File: src/rtl/async_frame_tx_pkg.sv
package async_frame_tx_pkg;
  typedef struct packed {
    logic par_en;
    logic par_odd;
    logic two_stop;
    logic seven;
  } frame_cfg_t;
endpackage

File: src/rtl/aftx_baud_timer.sv
module aftx_baud_timer #(
  parameter int DIV_W = 16
) (
  input  logic             clk,
  input  logic             rst_n,
  input  logic             restart,
  input  logic             run,
  input  logic [DIV_W-1:0] div_in,
  output logic             tick
);
  logic [DIV_W-1:0] lim_q, lim_d;
  logic [DIV_W-1:0] cnt_q, cnt_d;
  logic             lim_en, cnt_en;

  // divisor 0 is treated as 1; store period minus one
  always_comb begin
    lim_en = restart;
    lim_d  = (div_in == '0) ? '0 : div_in - 1'b1;
  end

  assign tick = run && (cnt_q == lim_q);

  always_comb begin
    cnt_en = restart || run;
    if (restart)   cnt_d = '0;
    else if (tick) cnt_d = '0;
    else           cnt_d = cnt_q + 1'b1;
  end

  always_ff @(posedge clk or negedge rst_n) begin
    if (!rst_n)      lim_q <= '0;
    else if (lim_en) lim_q <= lim_d;
  end

  always_ff @(posedge clk or negedge rst_n) begin
    if (!rst_n)      cnt_q <= '0;
    else if (cnt_en) cnt_q <= cnt_d;
  end


  cnt_in_period_chk: assert property (@(posedge clk) disable iff (!rst_n)
    run |-> (cnt_q <= lim_q));


  cnt_wrap_chk: assert property (@(posedge clk) disable iff (!rst_n)
    (tick && !restart) |=> (cnt_q == '0));
endmodule

File: src/rtl/aftx_framer.sv
module aftx_framer
  import async_frame_tx_pkg::*;
#(
  parameter int DATA_W  = 8,
  parameter int FRAME_W = DATA_W + 3,
  parameter int CNT_W   = $clog2(FRAME_W + 1)
) (
  input  logic [DATA_W-1:0]  data,
  input  frame_cfg_t         cfg,
  output logic [FRAME_W-1:0] word,
  output logic [CNT_W-1:0]   nbits
);
  logic [DATA_W-1:0] data_eff;
  logic              low_par;
  logic              full_par;
  logic              append_par;

  assign low_par    = (^data[DATA_W-2:0]) ^ cfg.par_odd;
  assign full_par   = (^data) ^ cfg.par_odd;
  assign append_par = cfg.par_en && !cfg.seven;

  generate
    for (genvar i = 0; i < DATA_W; i++) begin : g_data
      if (i == DATA_W - 1) begin : g_top
        assign data_eff[i] = cfg.seven ? low_par : data[i];
      end else begin : g_low
        assign data_eff[i] = data[i];
      end
    end
  endgenerate

  // bits after the start bit; unused upper slots stay at mark
  always_comb begin
    word = '1;
    word[DATA_W-1:0] = data_eff;
    if (append_par) word[DATA_W] = full_par;
  end

  always_comb begin
    nbits = CNT_W'(DATA_W + 1);
    if (append_par)   nbits = nbits + 1'b1;
    if (cfg.two_stop) nbits = nbits + 1'b1;
  end
endmodule

File: src/rtl/aftx_shifter.sv
module aftx_shifter #(
  parameter int FRAME_W = 11,
  parameter int CNT_W   = 4
) (
  input  logic               clk,
  input  logic               rst_n,
  input  logic               load,
  input  logic               tick,
  input  logic [FRAME_W-1:0] frame_word,
  input  logic [CNT_W-1:0]   frame_bits,
  output logic               accept,
  output logic               line,
  output logic               busy
);
  logic [FRAME_W-1:0] sh_q, sh_d;
  logic [CNT_W-1:0]   left_q, left_d;
  logic               line_q, line_d;
  logic               busy_q, busy_d;
  logic               step;

  assign accept = load && !busy_q;
  assign step   = busy_q && tick;

  always_comb begin
    sh_d   = sh_q;
    left_d = left_q;
    line_d = line_q;
    busy_d = busy_q;
    if (accept) begin
      sh_d   = frame_word;
      left_d = frame_bits;
      line_d = 1'b0;
      busy_d = 1'b1;
    end else if (step) begin
      if (left_q == '0) begin
        line_d = 1'b1;
        busy_d = 1'b0;
      end else begin
        line_d = sh_q[0];
        sh_d   = {1'b1, sh_q[FRAME_W-1:1]};
        left_d = left_q - 1'b1;
      end
    end
  end

  always_ff @(posedge clk or negedge rst_n) begin
    if (!rst_n) begin
      sh_q   <= '1;
      left_q <= '0;
      line_q <= 1'b1;
      busy_q <= 1'b0;
    end else if (accept || step) begin
      sh_q   <= sh_d;
      left_q <= left_d;
      line_q <= line_d;
      busy_q <= busy_d;
    end
  end

  assign line = line_q;
  assign busy = busy_q;


  idle_mark_chk: assert property (@(posedge clk) disable iff (!rst_n)
    !busy_q |-> line_q);


  start_low_chk: assert property (@(posedge clk) disable iff (!rst_n)
    $rose(busy_q) |-> !line_q);


  last_stop_high_chk: assert property (@(posedge clk) disable iff (!rst_n)
    $fell(busy_q) |-> $past(line_q));


  load_ignored_chk: assert property (@(posedge clk) disable iff (!rst_n)
    (busy_q && load && !tick) |=> ($stable(sh_q) && $stable(left_q) && $stable(line_q)));
endmodule

File: src/rtl/async_frame_tx.sv
module async_frame_tx
  import async_frame_tx_pkg::*;
#(
  parameter int DATA_W = 8,
  parameter int DIV_W  = 16
) (
  input  logic              clk,
  input  logic              rst_n,
  input  logic [DATA_W-1:0] tx_data,
  input  logic              tx_load,
  input  logic              cfg_parity_en,
  input  logic              cfg_parity_odd,
  input  logic              cfg_two_stop,
  input  logic              cfg_seven_par,
  input  logic [DIV_W-1:0]  bit_div,
  output logic              tx_line,
  output logic              tx_busy
);
  localparam int FRAME_W = DATA_W + 3;
  localparam int CNT_W   = $clog2(FRAME_W + 1);

  frame_cfg_t         cfg;
  logic [FRAME_W-1:0] word;
  logic [CNT_W-1:0]   nbits;
  logic               accept;
  logic               tick;
  logic               busy;
  logic               line;

  assign cfg = '{par_en: cfg_parity_en, par_odd: cfg_parity_odd,
                 two_stop: cfg_two_stop, seven: cfg_seven_par};

  aftx_framer #(.DATA_W(DATA_W), .FRAME_W(FRAME_W), .CNT_W(CNT_W)) u_framer (
    .data  (tx_data),
    .cfg   (cfg),
    .word  (word),
    .nbits (nbits)
  );

  aftx_baud_timer #(.DIV_W(DIV_W)) u_baud (
    .clk     (clk),
    .rst_n   (rst_n),
    .restart (accept),
    .run     (busy),
    .div_in  (bit_div),
    .tick    (tick)
  );

  aftx_shifter #(.FRAME_W(FRAME_W), .CNT_W(CNT_W)) u_shift (
    .clk        (clk),
    .rst_n      (rst_n),
    .load       (tx_load),
    .tick       (tick),
    .frame_word (word),
    .frame_bits (nbits),
    .accept     (accept),
    .line       (line),
    .busy       (busy)
  );

  assign tx_line = line;
  assign tx_busy = busy;


  busy_rise_on_load_chk: assert property (@(posedge clk) disable iff (!rst_n)
    (tx_load && !tx_busy) |=> tx_busy);
endmodule

File: config.mk
export PLATFORM = sky130hd
export DESIGN_NAME = async_frame_tx
export DESIGN_NICKNAME = d
export VERILOG_FILES = /design/src/rtl/async_frame_tx_pkg.sv /design/src/rtl/aftx_baud_timer.sv /design/src/rtl/aftx_framer.sv /design/src/rtl/aftx_shifter.sv /design/src/rtl/async_frame_tx.sv
export SDC_FILE = /design/constraint.sdc
export NUM_CORES = 1
export LEC_CHECK = 0
export ABC_AREA = 1
export CAP_MARGIN = 20
export CORE_MARGIN = 1
export CORE_UTILIZATION = 45
export CTS_CLUSTER_SIZE = 8
export DETAILED_ROUTE_END_ITERATION = 8
export DONT_BUFFER_PORTS = 1
export MAX_ROUTING_LAYER = met4
export PLACE_DENSITY_LB_ADDON = 0.15
export SLEW_MARGIN = 10
export SYNTH_ARGS = -nofsm -noshare
export SYNTH_HDL_FRONTEND = slang
export SYNTH_SLANG_ARGS = --single-unit
File: constraint.sdc
create_clock -name clk -period 1.6 [get_ports clk]
set_input_delay 0.16 -clock clk [delete_from_list [all_inputs] [get_ports clk]]
set_output_delay 0.16 -clock clk [all_outputs]
set_load 0.02 [all_outputs]
### Word level (Yosys, flattened, before mapping)

Index checks and enable logic that the tools add are counted.

| word-level totals | value |
|---|---|
| register bits after elaboration | 49 |
| input bits | 31 |
| output and inout port bits | 2 |

| operators by class | value |
|---|---|
| $add $sub $neg | 4 |
| equal/unequal tests | 2 |
| multiplexer cells | 19 |
| bitwise gates (word level) | 2 |
| reduce and logical (&&, ||, !) cells | 17 |

Operators with widths:

| operator | count |
|---|---|
| $mux W16 | 3 |
| $mux W11 | 3 |
| $add A16 B1 Y16 const B | 1 |
| $eq A16 B16 Y1 | 1 |
| $logic_not A16 Y1 | 1 |
| $mux W4 | 4 |
| $sub A16 B1 Y16 const B | 1 |
| $mux W1 | 8 |
| $reduce_xor A8 Y1 | 1 |
| $reduce_xor A7 Y1 | 1 |
| $reduce_and A3 Y1 | 2 |
| $add A4 B1 Y4 const B | 1 |
| $logic_and A1 B1 Y1 | 4 |
| $logic_not A4 Y1 | 1 |
| $reduce_bool A2 Y1 | 2 |
| $sub A4 B1 Y4 const B | 1 |
| $logic_not A1 Y1 | 2 |
| $logic_or A1 B1 Y1 | 2 |
| $mux W2 | 1 |
| $ne A2 B2 Y1 const B | 1 |
| $reduce_and A2 Y1 | 1 |
| $xor A1 B1 Y1 | 2 |

### Longest topological paths before layout

Gate-level depths: netlist of run 1.

| logic depth | value |
|---|---|
| word-level depth | 6 |
| mapped depth | 13 |
| gate-level depth less buffers | 13 |

### Cells and area by module

From an unflattened synthesis of run 1, not the netlist that was laid out.

| second synthesis, totals | value |
|---|---|
| cells, all modules | 546 |
| area total of the unflattened synthesis | 3548.4 um2 |

Modules (own cells, without submodules):

| module | instances | cells each | area each (um2) | sequential area each (um2) |
|---|---|---|---|---|
| aftx_baud_timer | 1 | 346 | 2255.9 | 800.8 |
| aftx_shifter | 1 | 128 | 943.4 | 440.4 |
| aftx_framer | 1 | 72 | 349.1 | 0.0 |

### Worst setup path before layout of run 1

Ideal clock, no wire load.

| timing path | value |
|---|---|
| path kind | register to register |
| start | register u_baud.cnt_q[5] |
| end | register u_shift.left_q[3] |
| setup time | 116 ps |
| arrival | 1361 ps |
| slack | 123 ps |
| stages on the path, launching flop included | 10 |
| clock period less this slack | 1477 ps |
| path through | dfrtp_1 -> buf_2 -> xor2_1 -> nor2_1 -> nand2_1 -> nor2_2 -> nand4_4 -> buf_4 -> nand3_1 -> nand2_1 |

| on the way | value |
|---|---|
| cells in the longest elaborated chain, start to end | 5 |
| elaborated cells on any way between the ends | 6 |

Ends and longest elaborated chain:

| what | line | source |
|---|---|---|
| from (decl) | aftx_baud_timer.sv:12 | `logic [DIV_W-1:0] cnt_q, cnt_d;` |
| from (signal assigned) | aftx_baud_timer.sv:37 | `else if (cnt_en) cnt_q <= cnt_d;` |
| $eq A16 B16 Y1 * | aftx_baud_timer.sv:21 | `assign tick = run && (cnt_q == lim_q);` |
| $logic_and A1 B1 Y1 * | aftx_baud_timer.sv:21 |  |
| $logic_and A1 B1 Y1 * | aftx_shifter.sv:22 | `assign step = busy_q && tick;` |
| $reduce_bool A2 Y1 (no line) / $logic_or A1 B1 Y1 (equally long branches) | - |  |
| $reduce_and A3 Y1 (no line) * | - |  |
| to (signal assigned) | aftx_shifter.sv:54 | `left_q <= left_d;` |
| to (decl) | aftx_shifter.sv:16 | `logic [CNT_W-1:0] left_q, left_d;` |

Mark *: on every way between the ends. The rest lies on a longest branch, timed or not.
A chain may end at the register's enable or synchronous reset.

### Final worst setup path of run 1

| timing path | value |
|---|---|
| start | register u_baud.cnt_q[1] |
| end | register u_baud.cnt_q[10] |

| on the way | value |
|---|---|
| cells in the longest elaborated chain, start to end | 4 |
| elaborated cells on any way between the ends | 5 |

Ends and longest elaborated chain:

| what | line | source |
|---|---|---|
| branches (longest 2 deep; another with $add A16 B1 Y16) | - |  |
| $mux W16 * | aftx_baud_timer.sv:26 | `else if (tick) cnt_d = '0;` |
| $mux W16 * | aftx_baud_timer.sv:25 | `if (restart) cnt_d = '0;` |

Mark *: on every way between the ends.

==> metrics, run 1 <==
status complete, no violations; library cells used by synthesis 30; Final min period about 1500 ps; final worst-path cycle share between 90% and 100%; #FFs+latches synth 47; Final Worst Setup Slack 63.1 ps; Setup crit end kind flip-flop; CP max FO 4; Register Area between 0.001 and 0.0015 mm^2; Residual DRC 0; Synth area leader dfrtp_1; Clock transition at path regs 90 ps; global route overflow 0; R2R cell count 7; Synth Instances approximately 440; Final Wtd Congestion roughly 0.84; Mapped Avg Cell Area ~7 um^2; number of DRC markers in iteration 0 146; Multi-input gate area 0.00162 mm^2; Mapped Nets 472; Setup Viol. Count Final 0; clk buf depth 2; I/O Pins 33; hold path depth 3; post-DP HPWL 5360 um; maximum VDD drop roughly 0.39 mV; Die Width between 80 and 90 um; Root Driver clkbuf_8; Detailed Routing Iterations Pass 1 4; Port Buffers 0; vias in the first global route roughly 2600; hold_sp bit_div[14]; vias per inst approximately 5.0; share of cells above drive strength 1 about 15%; Die H roughly 84 um; Worst Setup Start Kind flip-flop; cell area after synthesis between 0.003 and 0.004 mm^2; CTS tree yes; Worst Max-Slew Pin Slew approximately 380 ps; pre-CTS WS -2.92 ps; CTS HTree Levels 2; share of the synthesized area in the top cell type a little under a third; vias 2744; max cap viols 0; most frequent cells in the layout nand2_1 (140), inv_1 (56), nor2_1 (43); Final Skew about 9 ps; Starting Density a little under half; post-route ant nets 0; num rows 29; Core Footprint 0.00646 mm^2; unrepaired setup endpoints after global routing true; final count of hold timing violations 0; r2r startpoint u_baud.cnt_q[1]; NumNets Final 503; Static Leak 1.76 nW; max_slew headroom 75.0%; critical path class flip-flop to flip-flop; Antenna diodes 0; Required @ worst endpoint between 1500 and 2000 ps; Total GRT Usage approximately 22%; fillers 638; crit path from u_baud.cnt_q[1]; Slew Limit Fails 0; Synth area leaders dfrtp_1 (30%), nand2_1 (18%), dfstp_2 (8.6%); synth warn 0; die outline area around 0.007 mm^2; largest net degree at the start of global routing 48; Pwr Density around 1000 mW/mm^2; Total Power between 3 and 4 mW; sequential share of the synthesized area 39.0%; initial antenna violation count 0; Sink Count 47; CTS Buf Count 5; Avg WL per Cell approximately 13 um; Layout area overhead 15.7%; Clk Latency, worst-skew pair around 300 ps; Worst Path Arrival ~1700 ps; Min-Delay Path Class input pin to flip-flop; most common cell after layout, fill and taps aside nand2_1; DRT Wirelength a little over 7000 um; top achievable clock speed 651 MHz; first-pass GRT wire length 12100 um
## per-stage QoR
step | util [%] | hold slack (ps) | TNS (ps) | cell area [um^2] | cells
global placement | 51.2 | -134 | -3.78 | 3310 | 532
CTS | 53.7 | 31.9 | 0 | 3470 | 543
detailed placement | 51.2 | -134 | -2.92 | 3310 | 532
global route | 54.5 | 52.5 | -869 | 3520 | 545
floorplan | - | -136 | 0 | 3050 | 436
finish | 54.5 | 33.6 | 0 | 3520 | 545
## final timing paths
check / slack, ps / end
min: 30 / u_baud.lim_q[14]
max: 60 / u_baud.cnt_q[10]
min in group asynchronous: 340 / u_baud.cnt_q[8]
min reg2reg: 490 / u_shift.sh_q[8]
max reg2reg: 60 / u_baud.cnt_q[10]
max in group asynchronous: 970 / u_shift.sh_q[2]
## state kept, by name, summed over array words and instances (netlist names)
signal	cells
u_shift.line	1
u_baud.cnt_q	16
u_shift.left_q	4
u_baud.lim_q	16
u_shift.busy	1
u_shift.sh_q	9
## worst max-delay path: stages, from the launching register on
cell     delay, ps
dfrtp_1        420
ha_2           230
nand2_2         80
nor3_4         240
nand3_2        130
nor2_2         150
xor2_1         140
nor2_1          50
## timing repair
item                       CTS  global route
buffers inserted             0             2
hold endpoints to repair    48             0
hold buffers                 3             0
pin swaps                    0             5
setup endpoints to repair    8            29
resized for setup            1            16
## metal layers
layer / track usage [%] / up-vias / wire [um]
met4: 4.70 / 0 / 52
met3: 3.83 / 5 / 343
met5: - / - / 0
li1: - / 1430 / -
met2: 37.0 / 58 / 3340
met1: 28.8 / 1251 / 3320
## where the power goes
part / switching, mW / internal, mW / total, mW / leakage, nW
Combinational: 0.625 / 0.514 / 1.14 / 1.15
Clock: 0.417 / 0.458 / 0.875 / 0.0556
Sequential: 0.170 / 1.42 / 1.59 / 0.558
## area by class of cell
cell class | count | share of cell area (%)
clock buffer | 5 | 1.95
clock inverter | 3 | 1.10
inverter | 60 | 6.47
multi-input combinational | 320 | 45.9
sequential | 47 | 33.8
tap | 77 | 2.74
timing repair buffer | 33 | 8.10
## cell usage after synthesis
library cell  number
nand2_1          143
inv_1             56
nor2_1            45
dfrtp_1           37
nand3_1           35
o21ai_0           16
xor2_1            16
o22ai_1           15
nor3_1            14
dfstp_2           10
xnor2_1            8
a21oi_1            5
ha_1               5
buf_2              4
inv_2              4
buf_4              3
nand4_1            3
nor2_2             3
and3_1             2
nor2_4             2
buf_6              1
clkbuf_1           1
mux2i_1            1
nand2_2            1
nand2_4            1
nand4_4            1
nor3_2             1
o21ai_1            1
o21ai_2            1
or2_2              1
## cell families (layout without fill, tap and decap cells)
logic type,Yosys count,in the layout,synth area share (%)
multiplexers,1,1,0.329
flip-flops,47,47,39.0
adder cells (fa/ha/maj),5,5,2.05
AO/OA/AOI/OAI,38,38,6.98
XOR/XNOR,24,24,6.90
buffers and inverters,69,101,9.28
AND/OR/NAND/NOR,252,252,35.4
No activity file was read; power rests on OpenSTA's default activity.
==> run 2, diff against run 1 <==
--- a/config.mk
+++ b/config.mk
@@ -14,6 +14,7 @@
 export DONT_BUFFER_PORTS = 1
 export MAX_ROUTING_LAYER = met4
 export PLACE_DENSITY_LB_ADDON = 0.15
+export SETUP_SLACK_MARGIN = 0.4
 export SLEW_MARGIN = 10
 export SYNTH_ARGS = -nofsm -noshare
 export SYNTH_HDL_FRONTEND = slang
==> metrics, run 2 (synthesized netlist as in run 1, its figures left out) <==
status finished, violations left (was complete, no violations); failing checks negative hold slack, negative setup slack; met2 Usage GRT 33.7% (was 37.0%); Clk Latency, worst-skew pair 310 ps (was 300 ps); largest net degree at the start of global routing 48 (unchanged); WHS -472 ps (was 33.6 ps); placed cell areas 0.00343 mm^2 (was 0.00331 mm^2); NumNets Final 519 (was 503); Detailed Routing Iterations Pass 1 4 (unchanged); Final min period 1620 ps (was 1540 ps); final count of hold timing violations 47 (was 0); M1 GR Usage 32.2% (was 28.8%); Die Width 84.3 um (unchanged); Pint 2.51 mW (was 2.40 mW); Sink Count 47 (unchanged); Post-CTS Hold Buffers 1 (was 3); Clock transition at path regs 100 ps (was 90 ps); Final Worst Setup Slack -24.5 ps (was 63.1 ps); post-DP HPWL 5320 um (was 5360 um); Slew Limit Fails 0 (unchanged); vias in the first global route 2686 (was 2587); Setup crit end kind flip-flop (unchanged); Antenna diodes 0 (unchanged); switching part of the total 33.8% (was 33.6%); Final Skew 12.1 ps (was 8.84 ps); number of DRC markers in iteration 0 212 (was 146); most frequent cells in the layout nand2_1 (131), inv_1 (53), nor2_1 (41) (was nand2_1 (140), inv_1 (56), nor2_1 (43)); Switching Power 1.28 mW (was 1.21 mW); num rows 29 (unchanged); Logic pwr share 32.9% (was 31.6%); Die H 84.3 um (unchanged); Total Power 3.80 mW (was 3.61 mW); Residual DRC 0 (unchanged); vias 2905 (was 2744); clk buf depth 2 (unchanged); most common cell after layout, fill and taps aside nand2_1 (unchanged); r2r startpoint u_baud.cnt_q[15] (was u_baud.cnt_q[1]); Port Buffers 0 (unchanged); Worst Setup Start Kind flip-flop (unchanged); Layout area overhead 32.2% (was 15.7%); Static Leak 1.96 nW (was 1.76 nW); CTS HTree Levels 2 (unchanged); Worst Max-Slew Pin Slew 285 ps (was 376 ps); CTS Buf Count 5 (unchanged); DRT Wirelength 7910 um (was 7060 um); clock network power share 24.5% (was 24.2%); Pwr Density 943 mW/mm^2 (was 1020 mW/mm^2); die outline area 0.00710 mm^2 (unchanged); Top Usage Layer GRT met2 (unchanged); I/O Pins 33 (unchanged); share of power burned in registers 42.6% (was 44.2%); Worst Path Arrival 1830 ps (was 1740 ps); Setup Viol. Count Final 17 (was 0); Top Registers u_baud.cnt_q x16, u_baud.lim_q x16, u_shift.sh_q x9 (unchanged); CTS tree yes (unchanged); initial antenna violation count 0 (unchanged); Avg WL per Cell 14.1 um (was 13.0 um); Total GRT Usage 22.6% (was 22.3%); maximum VDD drop 0.396 mV (was 0.387 mV); Core Footprint 0.00646 mm^2 (unchanged); vias per inst 5.18 (was 5.03); Required @ worst endpoint 1800 ps (about the same); max cap viols 0 (unchanged); Final Wtd Congestion 0.822 (was 0.845); Min-Delay Path Class input pin to async pin (was input pin to flip-flop); global route overflow 0 (unchanged); first-pass GRT wire length 12400 um (was 12100 um); crit path from u_baud.cnt_q[15] (was u_baud.cnt_q[1]); Final Cell Area 0.00403 mm^2 (was 0.00352 mm^2); GR Util met3 3.64% (was 3.83%); critical path class flip-flop to flip-flop (unchanged); Starting Density 47.2% (unchanged); unrepaired setup endpoints after global routing true (unchanged); max_slew headroom 80.8% (was 75.0%); final worst-path cycle share 102% (was 96.1%); top achievable clock speed 616 MHz (was 651 MHz); post-route ant nets 0 (unchanged); Root Driver clkbuf_8 (unchanged); CP max FO 7 (was 4); share of cells above drive strength 1 27.7% (was 15.4%)
run 2: changes by cell type in the layout (fill, tap and decap cells not counted), moves of 4 or more:
| cell | previous run | this run |
|---|---|---|
| o22ai_2 | 0 | 12 |
| buf_4 | 29 | 37 |
| nand2_1 | 140 | 131 |
| buf_6 | 0 | 4 |
| nand3_2 | 2 | 10 |
| nand2_2 | 3 | 10 |
| nand3_4 | 0 | 5 |
| o21ai_2 | 1 | 5 |
| o22ai_1 | 15 | 3 |
| nand3_1 | 33 | 20 |
| clkbuf_16 | 0 | 4 |
run 2: worst max-delay path, cell delays in order (launching register included):
cell and delay [ps]:
dfrtp_1 450, xor2_1 180, nor2_1 110, nand2_1 100, nor2_4 190, nand4_4 100, buf_12 170, buf_6 120
nand3_4 50, nand2_2 50
run 2: worst paths after layout:
| kind | endpoint | slack, ps | cells after the start |
|---|---|---|---|
| min in group clk | u_baud.cnt_q[0] | 40 | 3 |
| worst max-delay path | u_shift.left_q[1] | -20 | 9 |
| worst min-delay path | u_baud.cnt_q[15] | -470 | 0 |
| worst min register to register | u_shift.sh_q[2] | 470 | 2 |
| max in group asynchronous | u_shift.sh_q[0] | 1870 | 0 |
| worst max register to register | u_shift.left_q[1] | -20 | 9 |
run 2: layer usage:
| layer | share of wire [%] | vias up | wire (um) |
|---|---|---|---|
| met5 | 0 | - | 0 |
| met4 | 1.6 | 0 | 127 |
| met3 | 5.5 | 14 | 435 |
| met2 | 46 | 88 | 3610 |
| met1 | 47 | 1339 | 3730 |
| li1 | - | 1464 | - |
run 2: cell type report:
type	instances	area, um^2
flip-flops and latches	47	1190
clock buffers	8	123
repair buffers	48	463
well taps	77	96.3
inverters	60	255
multi-input cells	321	1900
fillers	569	2430
run 2: timing repair:
action	4_1_cts	5_1_grt
buffers inserted	4	6
gates cloned	0	4
gates resized for setup	20	53
endpoints found under the hold margin	48	47
pin swaps	12	21
endpoints found under the setup margin	46	46
run 2: through the flow:
stage	setup WS (ps)	instances	TNS, ps	util (%)
2_1_floorplan	195	436	0	-
3_3_place_gp	39.9	538	0	53.2
3_5_place_dp	-9.96	538	-9.96	53.2
4_1_cts	-0.599	551	-0.599	56.9
5_1_grt	-113	561	-2460	62.3
6_report	-24.5	561	-171	62.3
run 2: power groups by stage:
stage	combinational, mW	sequential (mW)	clock (mW)
floorplan	0.772	1.59	0
global placement	1.08	1.62	0
detailed placement	1.10	1.63	0
CTS	1.16	1.60	0.942
global route	1.41	1.64	0.975
finish	1.25	1.62	0.931
==> run 3, diff against run 2 <==
--- a/config.mk
+++ b/config.mk
@@ -9,6 +9,7 @@
 export CAP_MARGIN = 20
 export CORE_MARGIN = 1
 export CORE_UTILIZATION = 45
+export CTS_BUF_LIST = sky130_fd_sc_hd__clkbuf_2 sky130_fd_sc_hd__clkbuf_4 sky130_fd_sc_hd__clkbuf_8
 export CTS_CLUSTER_SIZE = 8
 export DETAILED_ROUTE_END_ITERATION = 8
 export DONT_BUFFER_PORTS = 1
==> metrics, run 3 (synthesized netlist as in run 1, its figures left out) <==
CTS HTree Levels 2 (unchanged); Post-CTS Hold Buffers 1 (unchanged); Starting Density 47.2% (unchanged); num rows 29 (unchanged); Final Cell Area 0.00389 mm^2 (was 0.00403 mm^2); fillers 588 (was 569); CP max-delay cell dfrtp_1 (unchanged); vias per inst 5.12 (was 5.18); Clock transition at path regs 100 ps (about the same); post-route ant nets 0 (unchanged); Worst Setup Start Kind flip-flop (unchanged); vias in the first global route 2679 (was 2686); number of DRC markers in iteration 0 182 (was 212); Static Leak 1.89 nW (was 1.96 nW); Residual DRC 0 (unchanged); Detailed Routing Iterations Pass 1 5 (was 4); Final Worst Setup Slack -4.85 ps (was -24.5 ps); worst r2r dst u_shift.left_q[1] (unchanged); CTS Buf Count 5 (unchanged); Top Registers u_baud.cnt_q x16, u_baud.lim_q x16, u_shift.sh_q x9 (unchanged); most common cell after layout, fill and taps aside nand2_1 (unchanged); WHS -470 ps (was -472 ps); pre-CTS WS -9.96 ps (unchanged); final setup TNS -4.85 ps (was -171 ps); crit path cell chain inv_2, nand2_1, nand2_1, nor2_2, nand2_2, nor2_4, nand4_4, buf_6, nand3_4, nand2_2 (was xor2_1, nor2_1, nand2_1, nor2_4, nand4_4, buf_12, buf_6, nand3_4, nand2_2); Root Driver clkbuf_8 (unchanged); largest net degree at the start of global routing 48 (unchanged); placed cell areas 0.00343 mm^2 (unchanged); Total GRT Usage 22.2% (was 22.6%); Setup crit end kind flip-flop (unchanged); clock network power share 27.3% (was 24.5%); CTS tree yes (unchanged); post-DP HPWL 5320 um (unchanged); clk buf depth 2 (unchanged); DRT Wirelength 7570 um (was 7910 um); status finished, violations left (unchanged); Antenna diodes 0 (unchanged); max incr delay on CP 420 ps (was 450 ps); Clk Latency, worst-skew pair 310 ps (about the same); Min-Delay Path Class input pin to async pin (unchanged); Worst Path Arrival 1810 ps (was 1830 ps); failing checks negative hold slack, negative setup slack (unchanged); Avg WL per Cell 13.6 um (was 14.1 um); Port Buffers 0 (unchanged); unrepaired setup endpoints after global routing true (unchanged); Final min period 1600 ps (was 1620 ps); Bufs and invs on worst path 2 (unchanged); I/O Pins 33 (unchanged); Pwr Density 1010 mW/mm^2 (was 943 mW/mm^2); most frequent cells in the layout nand2_1 (136), inv_1 (52), nor2_1 (42) (was nand2_1 (131), inv_1 (53), nor2_1 (41)); reg2reg setup slack -5 ps (was -20 ps); Critical Path Stages 10 (was 9); Die H 84.3 um (unchanged); Logic pwr share 31.1% (was 32.9%); final worst-path cycle share 100% (was 102%); Pint 2.65 mW (was 2.51 mW); Worst Max-Slew Pin Slew 276 ps (was 285 ps); max cap viols 0 (unchanged); share of power burned in registers 41.6% (was 42.6%); global route overflow 0 (unchanged); Core Util, Final 60.2% (was 62.3%); NumNets Final 514 (was 519); switching part of the total 32.3% (was 33.8%); Required @ worst endpoint 1800 ps (about the same); CP max FO 5 (was 7); Sink Count 47 (unchanged); Core Footprint 0.00646 mm^2 (unchanged); maximum VDD drop 0.380 mV (was 0.396 mV); Final Wtd Congestion 0.822 (unchanged); Final Skew 10.8 ps (was 12.1 ps); CP delay by family, top simple AND/OR/NAND/NOR gates (unchanged); max_slew headroom 81.5% (was 80.8%); vias 2849 (was 2905); die outline area 0.00710 mm^2 (unchanged); initial antenna violation count 0 (unchanged); Slew Limit Fails 0 (unchanged); first-pass GRT wire length 12200 um (was 12400 um); Layout area overhead 27.7% (was 32.2%); R2R cell count 10 (was 9); final count of hold timing violations 47 (unchanged); Switching Power 1.26 mW (was 1.28 mW); r2r startpoint u_baud.cnt_q[8] (was u_baud.cnt_q[15]); Die Width 84.3 um (unchanged); top achievable clock speed 623 MHz (was 616 MHz); share of cells above drive strength 1 25.5% (was 27.7%); critical path class flip-flop to flip-flop (unchanged); Setup Viol. Count Final 1 (was 17)
-- run 3: per-layer routing --
layer / routed length, um / GRT usage (%) / vias to the layer above / part of all wire, %
met4: 76 / 6.27 / 0 / 1.0
met5: 0 / - / - / 0
met2: 3460 / 33.1 / 66 / 46
met3: 374 / 3.74 / 6 / 4.9
li1: - / - / 1455 / -
met1: 3660 / 31.3 / 1322 / 48
-- run 3: worst max path at each step --
stage | from | end
CTS | u_baud.cnt_q[14] | u_shift.left_q[1]
global placement | u_baud.cnt_q[8] | u_baud.cnt_q[10]
detailed placement | u_baud.cnt_q[11] | u_shift.left_q[1]
finish | u_baud.cnt_q[8] | u_shift.left_q[1]
floorplan | u_baud.cnt_q[5] | u_shift.left_q[0]
global route | u_baud.cnt_q[2] | u_shift.left_q[1]
-- run 3: worst register-to-register path, cell delays in order, from the launching register on --
cell and delay, ps:
dfrtp_1 420, inv_2 80, nand2_1 60, nand2_1 60, nor2_2 130, nand2_2 100, nor2_4 130, nand4_4 220
buf_6 200, nand3_4 50, nand2_2 50
-- run 3: timing repair --
| item | in CTS | in global routing |
|---|---|---|
| setup buffers | 3 | 5 |
| setup endpoints to repair | 46 | 46 |
| gates resized for setup | 19 | 42 |
| hold endpoints to repair | 48 | 47 |
| pin swaps | 9 | 11 |
| cloned | 0 | 1 |
-- run 3: stage by stage --
stage	power [mW]	std cells
after floorplan	2.36	436
after global placement	2.70	538
after detailed placement	2.73	538
after CTS	3.83	550
after global routing	4.15	556
final	3.91	556
-- run 3: power groups by stage --
stage                     clock network [mW]  logic (mW)  registers [mW]
after CTS                               1.08        1.14            1.61
after floorplan                            0       0.772            1.59
after global routing                    1.12        1.38            1.65
after detailed placement                   0        1.10            1.63
after global placement                     0        1.08            1.62
final                                   1.07        1.22            1.63
-- run 3: area by class of cell --
| cell class | instances | area (um^2) | area share (%) |
|---|---|---|---|
| inverters | 60 | 253 | 6.50 |
| repair buffers | 44 | 382 | 9.81 |
| flip-flops and latches | 47 | 1190 | 30.6 |
| multi-input cells | 320 | 1830 | 47.1 |
| clock buffers | 6 | 76.3 | 1.96 |
| clock inverters | 2 | 60.1 | 1.54 |
| well taps | 77 | 96.3 | 2.48 |
